## src/rtl/irq_route_pkg.sv

```systemverilog
package irq_route_pkg;

    // Per-line conditioner states
    typedef enum logic [1:0] {
        LN_IDLE  = 2'd0,
        LN_PULSE = 2'd1,
        LN_HELD  = 2'd2
    } line_state_e;

    // Width of a routing nibble for a given line count
    function automatic int unsigned sel_width(input int unsigned lines);
        return $clog2(lines);
    endfunction

endpackage

```

## src/rtl/irq_cfg_regs.sv

```systemverilog
module irq_cfg_regs
    import irq_route_pkg::*;
#(
    parameter int unsigned NUM_SRC = 8,
    parameter int unsigned NUM_IRQ = 16,
    parameter int unsigned CFG_AW  = 3
) (
    input  logic                               clk,
    input  logic                               rst_n,
    input  logic                               cfg_we,
    input  logic [CFG_AW-1:0]                  cfg_addr,
    input  logic [31:0]                        cfg_wdata,
    input  logic [3:0]                         cfg_be,
    output logic [NUM_IRQ-1:0]                 trig_level,
    output logic [NUM_SRC*sel_width(NUM_IRQ)-1:0] route_map
);

    localparam int unsigned SEL_W       = sel_width(NUM_IRQ);
    localparam int unsigned TRIG_BYTES  = (NUM_IRQ + 7) / 8;
    localparam int unsigned ROUTE_BASE  = 4 * ((TRIG_BYTES + 3) / 4);
    localparam int unsigned ROUTE_BYTES = (NUM_SRC * SEL_W + 7) / 8;
    localparam int unsigned TOTAL_BYTES = ROUTE_BASE + ROUTE_BYTES;
    localparam int unsigned WORD_W      = CFG_AW - 2;

    logic [TOTAL_BYTES*8-1:0] cfg_q;

    for (genvar b = 0; b < TOTAL_BYTES; b++) begin : g_byte
        if ((b < TRIG_BYTES) || (b >= ROUTE_BASE)) begin : g_stored
            logic hit;
            assign hit = cfg_we && cfg_be[b % 4] &&
                         (cfg_addr[CFG_AW-1:2] == WORD_W'(b / 4));
            always_ff @(posedge clk or negedge rst_n) begin
                if (!rst_n) begin
                    cfg_q[b*8 +: 8] <= 8'h00;
                end else if (hit) begin
                    cfg_q[b*8 +: 8] <= cfg_wdata[(b % 4)*8 +: 8];
                end
            end
        end else begin : g_gap
            assign cfg_q[b*8 +: 8] = 8'h00;
        end
    end

    assign trig_level = cfg_q[NUM_IRQ-1:0];
    assign route_map  = cfg_q[ROUTE_BASE*8 +: NUM_SRC*SEL_W];

endmodule

```

## src/rtl/irq_src_router.sv

```systemverilog
module irq_src_router
    import irq_route_pkg::*;
#(
    parameter int unsigned NUM_SRC = 8,
    parameter int unsigned NUM_IRQ = 16
) (
    input  logic [NUM_SRC-1:0]                    src_req,
    input  logic [NUM_SRC*sel_width(NUM_IRQ)-1:0] route_map,
    output logic [NUM_IRQ-1:0]                    line_req
);

    localparam int unsigned SEL_W = sel_width(NUM_IRQ);

    // Line 0 is the "disconnected" code and is never driven
    assign line_req[0] = 1'b0;

    for (genvar l = 1; l < NUM_IRQ; l++) begin : g_line
        logic [NUM_SRC-1:0] hit;
        for (genvar s = 0; s < NUM_SRC; s++) begin : g_src
            assign hit[s] = src_req[s] &&
                            (route_map[s*SEL_W +: SEL_W] == SEL_W'(l));
        end
        assign line_req[l] = |hit;
    end

endmodule

```

## src/rtl/irq_line_cond.sv

```systemverilog
module irq_line_cond
    import irq_route_pkg::*;
(
    input  logic clk,
    input  logic rst_n,
    input  logic req,
    input  logic level_mode,
    output logic irq
);

    line_state_e state_q, state_d;

    always_ff @(posedge clk or negedge rst_n) begin
        if (!rst_n) begin
            state_q <= LN_IDLE;
        end else begin
            state_q <= state_d;
        end
    end

    always_comb begin
        state_d = state_q;
        unique case (state_q)
            LN_IDLE:  if (req)  state_d = LN_PULSE;
            LN_PULSE: state_d = req ? LN_HELD : LN_IDLE;
            LN_HELD:  if (!req) state_d = LN_IDLE;
            default:  state_d = LN_IDLE;
        endcase
    end

    always_comb begin
        irq = 1'b0;
        unique case (state_q)
            LN_IDLE:  irq = 1'b0;
            LN_PULSE: irq = 1'b1;
            LN_HELD:  irq = level_mode;
            default:  irq = 1'b0;
        endcase
    end

endmodule

```

## src/rtl/irq_route_matrix.sv

```systemverilog
module irq_route_matrix
    import irq_route_pkg::*;
#(
    parameter int unsigned NUM_SRC = 8,
    parameter int unsigned NUM_IRQ = 16,
    parameter int unsigned CFG_AW  = 3
) (
    input  logic               clk,
    input  logic               rst_n,
    input  logic               cfg_we,
    input  logic [CFG_AW-1:0]  cfg_addr,
    input  logic [31:0]        cfg_wdata,
    input  logic [3:0]         cfg_be,
    input  logic [NUM_SRC-1:0] src_req,
    output logic [NUM_IRQ-1:0] irq_out
);

    localparam int unsigned SEL_W = sel_width(NUM_IRQ);

    logic [NUM_IRQ-1:0]       trig_level;
    logic [NUM_SRC*SEL_W-1:0] route_map;
    logic [NUM_IRQ-1:0]       line_req;

    irq_cfg_regs #(
        .NUM_SRC (NUM_SRC),
        .NUM_IRQ (NUM_IRQ),
        .CFG_AW  (CFG_AW)
    ) u_regs (
        .clk        (clk),
        .rst_n      (rst_n),
        .cfg_we     (cfg_we),
        .cfg_addr   (cfg_addr),
        .cfg_wdata  (cfg_wdata),
        .cfg_be     (cfg_be),
        .trig_level (trig_level),
        .route_map  (route_map)
    );

    irq_src_router #(
        .NUM_SRC (NUM_SRC),
        .NUM_IRQ (NUM_IRQ)
    ) u_router (
        .src_req   (src_req),
        .route_map (route_map),
        .line_req  (line_req)
    );

    for (genvar k = 0; k < NUM_IRQ; k++) begin : g_cond
        irq_line_cond u_cond (
            .clk        (clk),
            .rst_n      (rst_n),
            .req        (line_req[k]),
            .level_mode (trig_level[k]),
            .irq        (irq_out[k])
        );
    end

endmodule

```

## config.mk

```make
export PLATFORM = sky130hd
export DESIGN_NAME = irq_route_matrix
export DESIGN_NICKNAME = d
export VERILOG_FILES = /design/src/rtl/irq_route_pkg.sv /design/src/rtl/irq_cfg_regs.sv /design/src/rtl/irq_src_router.sv /design/src/rtl/irq_line_cond.sv /design/src/rtl/irq_route_matrix.sv
export SDC_FILE = /design/constraint.sdc
export NUM_CORES = 1
export LEC_CHECK = 0
export CAP_MARGIN = 20
export CORE_MARGIN = 2
export CORE_UTILIZATION = 32
export CTS_CLUSTER_SIZE = 30
export DETAILED_ROUTE_END_ITERATION = 16
export GPL_ROUTABILITY_DRIVEN = 0
export PLACE_DENSITY_LB_ADDON = 0.25
export SYNTH_ARGS = -nofsm -noshare
export SYNTH_HDL_FRONTEND = slang
export SYNTH_SLANG_ARGS = --single-unit
export TNS_END_PERCENT = 100
```

## constraint.sdc

```tcl
create_clock -name clk -period 2.2 [get_ports clk]
set_input_delay 0.55 -clock clk [delete_from_list [all_inputs] [get_ports clk]]
set_output_delay 0.55 -clock clk [all_outputs]
set_load 0.02 [all_outputs]
```

==> results <==
- Sorting the synthesized cells by area gives the leading types as sky130_fd_sc_hd__dfrtp_1 (37%), sky130_fd_sc_hd__ha_1 (11%), sky130_fd_sc_hd__mux2_2 (10%), sky130_fd_sc_hd__o22ai_1 (5.0%), sky130_fd_sc_hd__nor4_4 (2.8%).
- In this run, the number of DRC markers left after iteration 0 of detailed routing was 404.
- The initial core utilization is 0.329.
- The largest total area in the synthesized netlist belongs to sky130_fd_sc_hd__dfrtp_1.
- The peak supply drop is 0.000314 V.
- The core area is 15900 um^2.
- Compared with the post-synthesis result, the final layout area differs by 22.8%.
- In this run the register-to-register setup slack is 300 ps.
- For this run, design rule violations remaining after detail routing come to 0.
- Row generation in the floorplan step produced 46 rows.
- Using the TritonRoute via totals, the vias-per-cell ratio works out to 5.40.
- The clock tree from TritonCTS is built.
- The type of origin of the critical path is an input port.
- The number of nets in the synthesized netlist is 606.
- Of the total synthesized cell area, the portion taken by AND, OR, NAND and NOR gates is 0.194.
- The fraction of synthesis flops using an asynchronous set or reset pin is 1.00.
- The type of the worst setup path is input port to register.
- The number of antenna violations at the first check in global routing is 0.
- The average routed wire per standard cell is 17.0 um.
- The number of pins with negative max-slew slack in the final report is 0.
- The instance area after placement is 6210 um^2.
- The maximum clock frequency is 0.462 GHz.
- The part of the power in the clock network is 0.205.
- After synthesis, the mean cell area works out to 10.3 um^2.
- The number of setup buffers added after CTS is 0.
- The final cycle utilization of the critical path is 0.983.
- The peak fanout along the critical path is 4.
- The shortest period the worst path allows is 2160 ps.
- The fraction of synthesized cell area taken by the top area cell type is 0.368.
- The run finished with clean final reports.
- Of the total synthesized cell area, the portion taken by XOR and XNOR cells is 0.
- The leakage power summed over all cells is 2.70 nW.
- The endpoint identified for the worst register-to-register timing path is g_cond[6].u_cond.state_q[1].
- The number of top-level design ports is 66.
- Ranked by instance count, the synthesized netlist is headed by sky130_fd_sc_hd__dfrtp_1 (77), sky130_fd_sc_hd__mux2_2 (47), sky130_fd_sc_hd__ha_1 (45).
- The cell at the root of the clock tree is sky130_fd_sc_hd__clkbuf_16.
- The number of optimization iterations in the first detailed-route pass is 9.
- The number of buffers inserted during clock tree synthesis is 9.
- The sequential element share of the synthesized area is 0.368.
- Summing all non-filler instances in the final layout gives an area of 6430 um^2.
- The worst setup path is captured at a register.
- The cell area after synthesis is 5240 um^2.
- The H-tree was split into 3 levels.
- Entering global routing, the biggest net connects 42 pins.
- The number of enable-type register cells in the synthesized netlist is 0.
- Counting distinct cell types in the post-synthesis netlist gives 41.
- The endpoint required time on the critical path is 2430 ps.
- The post-DP HPWL is 10.8 mm.
- The end-of-flow core utilization is 0.404.
- The complex-gate fraction of the synthesized area is 0.161.
- The routed wire length is 13.8 mm.
- The count of endpoints failing setup in the final report is 0.
- The die covers 17400 um^2.
- The first global-routing pass estimated 22.1 mm of wire.
- The post-layout total power is 6.84 mW.
- Synthesis inferred 77 register bits.
- The portion of total power attributed to sequential cells is 0.327.
- The clock passes through at most 2 buffers.
- Of the total power, the share spent switching nets is 0.387.
- The arrival time at the worst endpoint is 2390 ps.
- The final-layout worst hold slack is 173 ps.
- In the global route stage, overall resource usage came out at 0.157.
- The final global-route overflow total is 0.
- Of the total synthesized cell area, the portion taken by full adders, half adders and majority gates is 0.107.
- The flip-flop cell with the highest count after synthesis is sky130_fd_sc_hd__dfrtp_1.
- The switching power summed over all nets is 2.65 mW.
- The source of the worst register-to-register timing path is u_regs.route_map[12].
- The source-to-sink clock delay at the later pin of the worst-skew pair is 340 ps.
- The depth of the worst register-to-register path is 7.
- The number of clock sinks is 77.
- Summed over all failing endpoints, the final setup total negative slack is 0 ps.
- Between clock sinks in the finished design, the worst skew comes to 5.94 ps.
- The total of buffers placed on input and output ports is 62.
- The number of antenna-violating nets in the routed design is 0.
- The most common cell in the netlist is sky130_fd_sc_hd__dfrtp_1.
- The number of global-route vias before repair is 4389.
- Setup repair after global routing left no endpoint under its margin.
- The measured slew at the worst slew-check pin is 642 ps.
- The tightest min-delay check is of the input port to asynchronous set/reset pin type.
- The count of synthesis-stage warnings from yosys is 0.
- The number of violations of the max-capacitance limit is 0.
- The number of instances in the synthesized netlist is 511.
- The number of antenna diodes in the final layout is 0.
- The mux share of post-synthesis cell area is 0.118.
- The final-stage net count is 687.
- The worst-case headroom to the max-slew limit is 0.571.
- From left edge to right edge, the die measures 132 um.
- The die height is 132 um.
- The share of total power dissipated in combinational logic is 0.468.
- The internal power component is 4.19 mW.
- By area, the combinational part of the netlist is dominated by simple AND/OR/NAND/NOR gates.
- The post-CTS clock slew at the launch and capture registers of the worst setup and hold paths is 60 ps.
- The count of final hold-check violations was 0.
- In the final layout, the share of cells above drive strength 1 is 0.215.
- Summing over every cut layer, the via total after detailed routing is 4385.
- Power spread over the standard cell area amounts to 1060 nW/um^2.
==> cell families (layout without fill, tap and decap cells) <==
logic type	after synthesis	count (layout)
mux	56	56
buf+inv	55	140
simple gates	158	158
other cells	1	1
fa+ha+maj	45	45
flops	77	77
compound gates	119	119
==> critical path, stage by stage <==
cell                              delay, ps
sky130_fd_sc_hd__clkdlybuf4s50_1        430
sky130_fd_sc_hd__buf_4                  150
sky130_fd_sc_hd__nand3b_1               180
sky130_fd_sc_hd__o22ai_1                130
sky130_fd_sc_hd__nor4_1                 500
sky130_fd_sc_hd__buf_4                  210
sky130_fd_sc_hd__a21oi_1                 40
sky130_fd_sc_hd__a31o_2                 200
==> per-layer routing <==
layer,share of wire,global-route usage,up-vias
met5,0,0,-
met4,0.040,0.0737,0
met3,0.063,0.0277,63
met2,0.47,0.266,198
met1,0.42,0.195,2099
li1,-,-,2025
==> cell usage in the layout (no fill, tap or decap), drive strengths merged, types with 2 or more instances in the layout <==
cell type | netlist | final
dfrtp | 77 | 77
mux2 | 47 | 47
clkdlybuf4s50 | 0 | 46
ha | 45 | 45
o22ai | 44 | 44
inv | 37 | 37
nand2 | 30 | 30
buf | 16 | 27
clkbuf | 2 | 26
nand2b | 23 | 23
a21oi | 20 | 20
nand3b | 18 | 18
nor2 | 18 | 18
nor2b | 15 | 15
o2bb2ai | 13 | 13
nand3 | 12 | 12
a22o | 10 | 10
nor4 | 10 | 10
nor3 | 9 | 9
mux2i | 9 | 9
o32ai | 9 | 9
or3b | 8 | 8
o21bai | 7 | 7
or2b | 6 | 6
o21ai | 5 | 5
or3 | 3 | 3
or2 | 3 | 3
and2 | 3 | 3
a311o | 3 | 3
a31o | 3 | 3
a2bb2oi | 2 | 2
clkdlybuf4s15 | 0 | 2
==> power by group through the flow <==
stage               Combinational, mW  Sequential, mW  Clock [mW]
CTS                              3.24            2.23        1.44
detailed placement               3.30            2.25           0
global placement                 3.12            2.21           0
finish                           3.21            2.24        1.40
global route                     3.57            2.30        1.51
floorplan                        2.48            2.13           0
==> repair_timing <==
item,CTS,global route
resized for setup,18,24
hold buffers,0,0
cloned,0,0
endpoints found under the hold margin,0,0
endpoints found under the setup margin,15,15
==> layout make-up <==
type	instances	area, um^2
fillers	1532	9510
multi-input cells	379	3060
flip-flops and latches	77	1930
repair buffers	88	764
clock buffers	14	274
well taps	216	270
inverters	37	139
clock inverters	1	5.00
==> through the flow <==
| step | cells | worst slack (ps) |
|---|---|---|
| 6_report | 812 | 37.2 |
| 5_1_grt | 812 | 1.97 |
| 4_1_cts | 812 | 8.71 |
| 3_5_place_dp | 797 | -258 |
| 3_3_place_gp | 797 | -240 |
| 2_1_floorplan | 511 | 544 |
==> how the worst max path moves through the flow <==
stage	startpoint	end	slack, ps	cells past startpoint
2_1_floorplan	src_req[3]	g_cond[4].u_cond.state_q[1]	540	5
4_1_cts	g_cond[15].u_cond.state_q[0]	irq_out[15]	9	5
3_3_place_gp	src_req[1]	g_cond[8].u_cond.state_q[0]	-240	7
5_1_grt	src_req[1]	g_cond[12].u_cond.state_q[1]	2	7
3_5_place_dp	src_req[1]	g_cond[8].u_cond.state_q[0]	-260	7
6_report	src_req[4]	g_cond[6].u_cond.state_q[1]	40	8
==> flip-flops by register name, summed over array words and instances (netlist names) <==
register,cells
g_cond.u_cond.state_q,30
u_regs.route_map,32
u_regs.trig_level,15
No activity file was read; power rests on OpenSTA's default activity.
